--- src/rtl/txRetryPkg.sv ---
package txRetryPkg;

  typedef enum logic [2:0] {
    ST_IDLE,
    ST_DRAW,
    ST_CCA,
    ST_SEND,
    ST_ACK
  } seqState_t;

  localparam logic [2:0] CODE_OK      = 3'd0;
  localparam logic [2:0] CODE_CHANFAIL = 3'd3;
  localparam logic [2:0] CODE_NOACK   = 3'd5;
  localparam logic [2:0] CODE_NONE    = 3'd7;

  typedef struct packed {
    logic       startTxn;
    logic       draw;
    logic       csmaRetry;
    logic       frameRetry;
    logic       finish;
    logic [2:0] code;
  } seqStrobe_t;

endpackage

--- src/rtl/txRetryCtrl.sv ---
module txRetryCtrl
  import txRetryPkg::*;
(
  input  logic       clk,
  input  logic       rstN,
  input  logic       start,
  input  logic       ccaDone,
  input  logic       ccaClear,
  input  logic       txDone,
  input  logic       ackDone,
  input  logic       ackRcvd,
  input  logic       bypass,
  input  logic       csmaAtLimit,
  input  logic       frameAtLimit,
  output seqStrobe_t strobe,
  output logic       busy,
  output logic       ccaReq,
  output logic       txReq
);

  seqState_t state, stateNext;

  always_ff @(posedge clk) begin
    if (!rstN) state <= ST_IDLE;
    else       state <= stateNext;
  end

  always_comb begin
    stateNext = state;
    strobe    = '0;
    case (state)
      ST_IDLE: begin
        if (start) begin
          strobe.startTxn = 1'b1;
          stateNext       = ST_DRAW;
        end
      end
      ST_DRAW: begin
        strobe.draw = 1'b1;
        stateNext   = bypass ? ST_SEND : ST_CCA;
      end
      ST_CCA: begin
        if (ccaDone) begin
          if (ccaClear) begin
            stateNext = ST_SEND;
          end else if (csmaAtLimit) begin
            strobe.finish = 1'b1;
            strobe.code   = CODE_CHANFAIL;
            stateNext     = ST_IDLE;
          end else begin
            strobe.csmaRetry = 1'b1;
            stateNext        = ST_DRAW;
          end
        end
      end
      ST_SEND: begin
        if (txDone) stateNext = ST_ACK;
      end
      ST_ACK: begin
        if (ackDone) begin
          if (ackRcvd) begin
            strobe.finish = 1'b1;
            strobe.code   = CODE_OK;
            stateNext     = ST_IDLE;
          end else if (frameAtLimit) begin
            strobe.finish = 1'b1;
            strobe.code   = CODE_NOACK;
            stateNext     = ST_IDLE;
          end else begin
            strobe.frameRetry = 1'b1;
            stateNext         = ST_DRAW;
          end
        end
      end
      default: stateNext = ST_IDLE;
    endcase
  end

  assign busy   = (state != ST_IDLE);
  assign ccaReq = (state == ST_CCA);
  assign txReq  = (state == ST_SEND);

  assert_req_mutex_R12: assert property (@(posedge clk) disable iff (!rstN)
    !(ccaReq && txReq));

  assert_cca_hold_R12: assert property (@(posedge clk) disable iff (!rstN)
    (ccaReq && !ccaDone) |=> ccaReq);

  assert_tx_hold_R12: assert property (@(posedge clk) disable iff (!rstN)
    (txReq && !txDone) |=> txReq);

endmodule

--- src/rtl/txRetryDatapath.sv ---
module txRetryDatapath
  import txRetryPkg::*;
#(
  parameter int FRAME_W   = 4,
  parameter int CSMA_W    = 3,
  parameter int CFG_W     = 8,
  parameter int SEED_W    = 8,
  parameter int MIN_BE    = 3,
  parameter int MAX_BE    = 5,
  parameter int CSMA_MAX  = 5,
  parameter int CSMA_BYP  = 7,
  parameter int CSMA_RSV  = 6,
  parameter logic [CFG_W-1:0]    CFG_RESET  = 8'h38,
  parameter logic [SEED_W-1:0]   SEED_RESET = 8'hEA,
  parameter logic [2*SEED_W-1:0] LFSR_TAPS  = 16'hB400
) (
  input  logic              clk,
  input  logic              rstN,
  input  seqStrobe_t        strobe,
  input  logic              cfgWrEn,
  input  logic [CFG_W-1:0]  cfgWrData,
  input  logic              seedWrEn,
  input  logic [SEED_W-1:0] seedWrData,
  output logic [CFG_W-1:0]  cfgByte,
  output logic              bypass,
  output logic              csmaAtLimit,
  output logic              frameAtLimit,
  output logic [MAX_BE-1:0] ccaBackoff,
  output logic [2:0]        status
);

  localparam int LFSR_W = 2 * SEED_W;
  localparam int BE_W   = $clog2(MAX_BE + 1);
  localparam int CSMA_LSB = 1;
  localparam int FRAME_LSB = CSMA_LSB + CSMA_W;

  logic [CFG_W-1:0]   cfgReg;
  logic [FRAME_W-1:0] frameLimQ, frameCnt;
  logic [CSMA_W-1:0]  csmaLimQ, csmaCnt, csmaField;
  logic               bypassQ;
  logic [BE_W-1:0]    beQ;
  logic [LFSR_W-1:0]  lfsr, lfsrNext;
  logic [MAX_BE-1:0]  beMask;
  logic [2:0]         statusQ;

  assign csmaField = cfgReg[FRAME_LSB-1:CSMA_LSB];

  always_ff @(posedge clk) begin
    if (!rstN)        cfgReg <= CFG_RESET;
    else if (cfgWrEn) cfgReg <= cfgWrData;
  end

  // limits are frozen for the whole transaction
  always_ff @(posedge clk) begin
    if (!rstN) begin
      frameLimQ <= '0;
      csmaLimQ  <= '0;
      bypassQ   <= 1'b0;
    end else if (strobe.startTxn) begin
      frameLimQ <= cfgReg[FRAME_LSB+FRAME_W-1:FRAME_LSB];
      bypassQ   <= (csmaField == CSMA_W'(CSMA_BYP));
      csmaLimQ  <= (csmaField == CSMA_W'(CSMA_RSV)) ? CSMA_W'(CSMA_MAX) : csmaField;
    end
  end

  always_ff @(posedge clk) begin
    if (!rstN) begin
      frameCnt <= '0;
      csmaCnt  <= '0;
      beQ      <= BE_W'(MIN_BE);
    end else if (strobe.startTxn) begin
      frameCnt <= '0;
      csmaCnt  <= '0;
      beQ      <= BE_W'(MIN_BE);
    end else if (strobe.frameRetry) begin
      frameCnt <= frameCnt + 1'b1;
      csmaCnt  <= '0;
      beQ      <= BE_W'(MIN_BE);
    end else if (strobe.csmaRetry) begin
      csmaCnt <= csmaCnt + 1'b1;
      if (beQ < BE_W'(MAX_BE)) beQ <= beQ + 1'b1;
    end
  end

  assign csmaAtLimit  = (csmaCnt == csmaLimQ);
  assign frameAtLimit = (frameCnt == frameLimQ);
  assign bypass       = bypassQ;

  always_comb begin
    for (int i = 0; i < MAX_BE; i++) beMask[i] = (BE_W'(i) < beQ);
  end

  assign lfsrNext = (lfsr >> 1) ^ (lfsr[0] ? LFSR_TAPS : '0);

  always_ff @(posedge clk) begin
    if (!rstN) begin
      lfsr       <= {~SEED_RESET, SEED_RESET};
      ccaBackoff <= '0;
    end else if (seedWrEn) begin
      lfsr <= {~seedWrData, seedWrData};
    end else if (strobe.draw) begin
      lfsr       <= lfsrNext;
      ccaBackoff <= lfsr[MAX_BE-1:0] & beMask;
    end
  end

  always_ff @(posedge clk) begin
    if (!rstN)                statusQ <= CODE_NONE;
    else if (strobe.startTxn) statusQ <= CODE_NONE;
    else if (strobe.finish)   statusQ <= strobe.code;
  end

  assign cfgByte = cfgReg;
  assign status  = statusQ;

  assert_csma_bound_R7: assert property (@(posedge clk) disable iff (!rstN)
    csmaCnt <= CSMA_W'(CSMA_MAX));

  assert_frame_bound_R5: assert property (@(posedge clk) disable iff (!rstN)
    frameCnt <= frameLimQ);

  assert_be_range_R8: assert property (@(posedge clk) disable iff (!rstN)
    (beQ >= BE_W'(MIN_BE)) && (beQ <= BE_W'(MAX_BE)));

  assert_lfsr_live_R9: assert property (@(posedge clk) disable iff (!rstN)
    lfsr != '0);

endmodule

--- src/rtl/txRetrySeq.sv ---
module txRetrySeq
  import txRetryPkg::*;
#(
  parameter int FRAME_W = 4,
  parameter int CSMA_W  = 3,
  parameter int CFG_W   = 8,
  parameter int SEED_W  = 8,
  parameter int MIN_BE  = 3,
  parameter int MAX_BE  = 5
) (
  input  logic              clk,
  input  logic              rstN,
  input  logic              start,
  input  logic              cfgWrEn,
  input  logic [CFG_W-1:0]  cfgWrData,
  input  logic              seedWrEn,
  input  logic [SEED_W-1:0] seedWrData,
  input  logic              ccaDone,
  input  logic              ccaClear,
  input  logic              txDone,
  input  logic              ackDone,
  input  logic              ackRcvd,
  output logic [CFG_W-1:0]  cfgByte,
  output logic              busy,
  output logic [2:0]        status,
  output logic              ccaReq,
  output logic [MAX_BE-1:0] ccaBackoff,
  output logic              txReq
);

  seqStrobe_t strobe;
  logic bypass, csmaAtLimit, frameAtLimit;

  txRetryCtrl ctrl (
    .clk(clk), .rstN(rstN), .start(start),
    .ccaDone(ccaDone), .ccaClear(ccaClear),
    .txDone(txDone), .ackDone(ackDone), .ackRcvd(ackRcvd),
    .bypass(bypass), .csmaAtLimit(csmaAtLimit), .frameAtLimit(frameAtLimit),
    .strobe(strobe), .busy(busy), .ccaReq(ccaReq), .txReq(txReq)
  );

  txRetryDatapath #(
    .FRAME_W(FRAME_W), .CSMA_W(CSMA_W), .CFG_W(CFG_W), .SEED_W(SEED_W),
    .MIN_BE(MIN_BE), .MAX_BE(MAX_BE)
  ) dp (
    .clk(clk), .rstN(rstN), .strobe(strobe),
    .cfgWrEn(cfgWrEn), .cfgWrData(cfgWrData),
    .seedWrEn(seedWrEn), .seedWrData(seedWrData),
    .cfgByte(cfgByte), .bypass(bypass),
    .csmaAtLimit(csmaAtLimit), .frameAtLimit(frameAtLimit),
    .ccaBackoff(ccaBackoff), .status(status)
  );

  assert_fin_status_R10: assert property (@(posedge clk) disable iff (!rstN)
    $fell(busy) |-> (status != CODE_NONE));

  assert_busy_status_R10: assert property (@(posedge clk) disable iff (!rstN)
    (busy && $past(busy)) |-> (status == CODE_NONE));

  assert_bypass_nocca_R6: assert property (@(posedge clk) disable iff (!rstN)
    (busy && bypass) |-> !ccaReq);

endmodule

--- config.mk ---
export PLATFORM = sky130hd
export DESIGN_NAME = txRetrySeq
export DESIGN_NICKNAME = d
export VERILOG_FILES = /design/src/rtl/txRetryPkg.sv /design/src/rtl/txRetryCtrl.sv /design/src/rtl/txRetryDatapath.sv /design/src/rtl/txRetrySeq.sv
export SDC_FILE = /design/constraint.sdc
export NUM_CORES = 1
export LEC_CHECK = 0
export BUFFER_PORTS_ARGS = -buffer_cell sky130_fd_sc_hd__buf_4
export CORE_MARGIN = 5
export CORE_UTILIZATION = 50
export CTS_BUF_LIST = sky130_fd_sc_hd__clkbuf_16
export DETAILED_ROUTE_END_ITERATION = 12
export HOLD_SLACK_MARGIN = 0.02
export PLACE_DENSITY_LB_ADDON = 0.3
export SLEW_MARGIN = 40
export SYNTH_ARGS = -nofsm -noshare
export SYNTH_HDL_FRONTEND = slang
export SYNTH_SLANG_ARGS = --single-unit
--- constraint.sdc ---
create_clock -name clk -period 2 [get_ports clk]
set_input_delay 0.4 -clock clk [delete_from_list [all_inputs] [get_ports clk]]
set_output_delay 0.4 -clock clk [all_outputs]
set_load 0.02 [all_outputs]
Word-level counts from Yosys, hierarchy flattened
Index checks and enable logic that the tools add are counted.
Widths: inputs -> output; s select.
- output and inout bits: 19
- bits in registers: 53
- bitwise operators: 5
- reduce and logical (&&, ||, !) cells: 8
- $add $sub $neg: 3
- magnitude comparators: 6
- mux-type cells: 31
- equality and inequality tests: 12
- operators by type and width (kind ; count):
    $mux 16 ; 3
    $mux 4 ; 5
    $xor 15x16->16 ; 1
    $mux 3 ; 5
    $pmux 3 s5 ; 1
    $mux 1 ; 14
    $eq 3x3->1 const B ; 3
    $ne 2x2->1 const B ; 4
    $not 8->8 ; 1
    $pmux 4 s2 ; 1
    $add 3x1->3 const B ; 2
    $eq 3x2->1 const B ; 2
    $lt 1x3->1 const A ; 2
    $lt 2x3->1 const A ; 2
    $and 5x5->5 ; 1
    $mux 5 ; 1
    $add 4x1->4 const B ; 1
    $eq 4x4->1 ; 1
    $reduce_and 2->1 ; 2
    $reduce_and 4->1 ; 1
    $eq 3x1->1 const B ; 1
    $eq 3x3->1 ; 1
    $logic_not 3->1 ; 1
    $lt 3x3->1 const A ; 1
    7 further kinds ; 8

Depth between registers and ports, before layout
- word-level depth: 6
- depth in mapped cells: 7

Hierarchy
From an unflattened synthesis, not the netlist that was laid out.
- cells, all modules: 262
- area total of the unflattened synthesis: 2531.2 um^2
- modules (own cells, without submodules) (module ; instances ; seq. area each (um^2) ; area an instance (um^2) ; cells each):
    txRetryDatapath ; 1 ; 1001.0 ; 2227.1 ; 222
    txRetryCtrl ; 1 ; 60.1 ; 304.0 ; 40

Least setup slack after synthesis
No wires, ideal clock.
- path kind: register -> register
- start point: reg ctrl.state[1]
- end point: reg dp.beQ[0]
- library setup time: 0.127 ns
- arrival: 1.621 ns
- slack: 0.252 ns
- required time: 1.873 ns
- stages on the path, launching flop included: 6
- cells stage by stage: dfxtp_1 -> buf_2 -> nor3b_2 -> nand3_1 -> o21ai_0 -> or3b_1
- longest elaborated chain between the ends: 3
- elaborated cells between the ends (all ways): 8
- ends and longest elaborated chain (what ; line ; text):
    start, declared ; txRetryCtrl.sv:21 ; seqState_t state, stateNext;
    start signal, assigned ; txRetryCtrl.sv:25 ; else state <= stateNext;
    $eq 3x2->1 ; -- ;
    named net ccaReq ; txRetrySeq.sv:26 ; output logic ccaReq,
    $mux 1 ; txRetryCtrl.sv:31 ; case (state)
    $reduce_and 2->1 (no line) ; -- ;
    end signal, assigned ; txRetryDatapath.sv:70 ; beQ <= BE_W'(MIN_BE);
    end signal, assigned ; txRetryDatapath.sv:74 ; beQ <= BE_W'(MIN_BE);
    end signal, assigned ; txRetryDatapath.sv:78 ; beQ <= BE_W'(MIN_BE);
    end, declared ; txRetryDatapath.sv:41 ; logic [BE_W-1:0] beQ;
The timed path passes the listed nets, and every way through them passes these cells.
A chain may end at the register's enable or synchronous reset.

Final worst setup path
- start point: reg ctrl.state[2]
- end point: out busy
- longest elaborated chain between the ends: 1
- ends and longest elaborated chain (what ; line ; text):
    $reduce_bool 3->1 ; txRetryCtrl.sv:79 ; assign busy = (state != ST_IDLE);
    end, declared ; txRetrySeq.sv:24 ; output logic busy,
Every way passes these cells.

==> summary.md <==
| Metric | Value |
|---|---|
| Outcome | complete, no violations |
| Initial antenna violation count | 0 |
| Sequential area share after synthesis | a little over two fifths |
| Antenna Nets Post-Route | 0 |
| Die area | 6485 sq um |
| Sw power | 0.6750 mW |
| Setup slack after layout | between 0.2 and 0.25 ns |
| Critical path class | reg -> out |
| Via count | 2141 |
| Final Slew Violations | 0 |
| Leakage | 1.203 nW |
| Clock power frac | 33.1% |
| Residual DRC count | 0 |
| Commonest non-fill, non-tap cell in the layout | dfxtp_1 |
| Final min period | around 1.8 ns |
| Post-synth EDFFs | 0 |
| YS warnings | 0 |
| CP max stage cell | or3_1 |
| Vias in the first global route | 1958 |
| Max_slew headroom | 72.12% |
| Post-DP HPWL | 3917 microns |
| Layout cells sized above 1 | around a fifth |
| Max-cap check violation count | 0 |
| Worst skew pair latency | 0.29 ns |
| Synth Register Bits | 53 |
| Mapped cell area | roughly 2500 sq um |
| Final net count | 350 |
| Syn_nets | 309 |
| Crit. End Element | output pin |
| H-tree depth | 2 |
| Critical path startpoint category | register |
| Register area | roughly 1100 sq um |
| Post-synthesis instance total | 280 |
| RR Startpoint | ctrl.state[1]$_SDFFE_PN0P_ |
| Final Hold Fails | 0 |
| DP Worst Slack | 0.2594 ns |
| Req. time, crit path | ~1.6 ns |
| Internal power | ~1.8 mW |
| CTS buffer count | 5 |
| Postcts setup bufs | 0 |
| Reg2reg path depth | 4 |
| Footprint of the multi-input gates | 1333 sq um |
| Max stage delay on crit path | 0.48 ns |
| Setup tns final | 0 ns |
| RePlAce Congestion | 0.8460 |
| End of the worst register-to-register path | dp.csmaCnt[2]$_SDFFE_PP0P_ |
| Fraction of power spent switching nets | 27.42% |
| Initial DRC count | around 150 |
| HP Class | in -> reg |
| Crit Path Max Fanout | 13 |
| FILL cells | 447 |
| Worst hold start | cfgWrData[5] |
| Average vias per placed instance | 5.518 |
| First-pass GRT wire length | 9004 microns |
| Core area | 4786 sq um |
| GR Overflow Total | 0 |
| Placed cell count | between 300 and 400 |
| Max Clock Skew | roughly 0.0075 ns |
| CTS Hold Bufs | 0 |
| Global Route Usage Sum | 17.83% |
| RSZ-0062 raised after global routing | false |
| Die width | 80.53 microns |
| Worst Hold Endpoint | dp.cfgByte[5]$_SDFFE_PN1P_ |
| Wire length after detailed routing | 5421 microns |
| Antenna Cells | 0 |
| Ys flop type | dfxtp_1 |
| R2r setup slk | 0.26 ns |
| Final Cycle Share | 89.20% |
| Routed len/inst | 13.97 microns |
| Sequential share of power | 47.9% |
| WP data arrival | 1.38 ns |
| Combinational share of power | a little under a fifth |
| Buffers on Ports | 44 |
| Post-cts resize count | 0 |
| Synth unique cells | 51 |
| Pwr dens | about 800 nW/um^2 |
| Largest net degree at the start of global routing | 40 |
| Root Driver | clkbuf_16 |
| Synthesis-to-layout area growth | 21.43% |
| CTS tree | done |
| Clock-pin slew on the worst setup and hold paths | approximately 0.06 ns |
| Worst-Margin Slew | 0.4144 ns |
| Syn avg cell area | about 9 sq um |
| Ports | 45 |
| Peak supply drop | 0.0004333 V |
| Die height | 80.53 microns |
| Row count | 25 |
| Post-Layout Cell Count | 388 |
| Max Buffers Root-to-Sink | 2 |
| Achievable frequency | 560.5 MHz |
| Drt first pass iters | 4 |
| Hold Path Depth | 3 |
| Clock Sinks | 53 |
| Ys async rst share | 0% |
| Most frequent cells in the layout | dfxtp_1 (53), buf_4 (48), nand2_1 (35) |
| Worst path cell trace | or3_1 -> buf_4 |
| Finish-stage setup viols | 0 |
| Initial Util | between 50% and 60% |
==> critical path, delay by kind of cell, from the launching register on <==
family	cells	cell delay, ns
buffers and inverters	1	0.19
DFF	1	0.43
and+or+nand+nor	1	0.48
==> power by group through the flow <==
| stage | sequential (mW) | clock (mW) | combinational [mW] |
|---|---|---|---|
| 2_1_floorplan | 1.19 | 0 | 0.324 |
| 3_3_place_gp | 1.20 | 0 | 0.457 |
| 3_5_place_dp | 1.20 | 0 | 0.468 |
| 4_1_cts | 1.18 | 0.830 | 0.471 |
| 5_1_grt | 1.19 | 0.887 | 0.513 |
| 6_report | 1.18 | 0.815 | 0.468 |
==> layer usage <==
metal / vias to the layer above / part of all wire [%] / track usage (%)
met4: 0 / 1.9 / 7.095
met5: - / 0 / 0
met3: 10 / 4.6 / 4.596
li1: 1070 / - / -
met2: 42 / 47 / 28.48
met1: 1019 / 47 / 22.83
==> registers in the layout, indices dropped and copies added (netlist names) <==
signal and cells:
ctrl.state 3, dp.status 3, dp.ccaBackoff 5, dp.csmaCnt 3, dp.frameLimQ 4, dp.bypass 1, dp.lfsr 16, dp.frameCnt 4
dp.beQ 3, dp.cfgByte 8, dp.csmaLimQ 3
==> per-stage QoR <==
step	hold slack, ns	instance area [sq um]	total power, mW	utilization, %
after floorplan	0.4281	2487	1.512	-
after CTS	0.3212	3020	2.480	63.11
after global routing	0.3252	3020	2.587	63.11
after detailed placement	0.4593	2884	1.670	60.26
final	0.3237	3020	2.462	63.11
after global placement	0.4503	2884	1.654	60.26
==> cell families (layout without fill, tap and decap cells) <==
| group | after synthesis | in the layout | share of synthesized area, % |
|---|---|---|---|
| simple gates | 98 | 98 | 20.37 |
| compound gates | 77 | 77 | 21.28 |
| flops | 53 | 53 | 42.66 |
| buf+inv | 22 | 63 | 3.773 |
| mux | 17 | 17 | 6.891 |
| xor+xnor | 10 | 10 | 3.521 |
| fa+ha+maj | 3 | 3 | 1.509 |
==> synth_stat cells, types with 3 or more instances <==
library cell | count | area share [%]
a211oi_1 | 6 | 1.8
a21boi_0 | 12 | 3.6
a21oi_1 | 13 | 2.6
and2_1 | 4 | 1.0
buf_2 | 3 | 0.60
clkbuf_1 | 11 | 1.7
dfxtp_1 | 53 | 43
ha_1 | 3 | 1.5
inv_1 | 7 | 1.1
mux2i_1 | 16 | 6.4
nand2_1 | 35 | 5.3
nand3_1 | 7 | 1.4
nand4_1 | 3 | 0.75
nor2_1 | 16 | 2.4
nor2b_1 | 12 | 3.0
o21a_1 | 6 | 1.8
o21ai_0 | 21 | 4.2
or3_1 | 5 | 1.3
xnor2_1 | 6 | 2.1
xor2_1 | 4 | 1.4
==> layout make-up <==
cell class	count	area share, %
clock buffer	5	4.142
tap	67	2.775
timing repair buffer	49	12.59
clock inverter	2	0.3728
sequential	53	35.13
inverter	7	0.8699
multi-input combinational	205	44.12
==> worst max-delay path by stage <==
stage,slack (ns),startpoint,cells after the start,to
2_1_floorplan,0.25,ctrl.state[1]$_SDFFE_PN0P_,5,dp.beQ[0]$_SDFFE_PP1P_
3_3_place_gp,0.31,ctrl.state[1]$_SDFFE_PN0P_,4,dp.csmaCnt[2]$_SDFFE_PP0P_
3_5_place_dp,0.26,ctrl.state[1]$_SDFFE_PN0P_,4,dp.beQ[2]$_SDFFE_PP0P_
4_1_cts,0.21,ctrl.state[1]$_SDFFE_PN0P_,2,ccaReq
5_1_grt,0.08,ctrl.state[1]$_SDFFE_PN0P_,4,dp.csmaCnt[2]$_SDFFE_PP0P_
6_report,0.22,ctrl.state[2]$_SDFFE_PN0P_,2,busy
No activity file was read; power rests on OpenSTA's default activity.
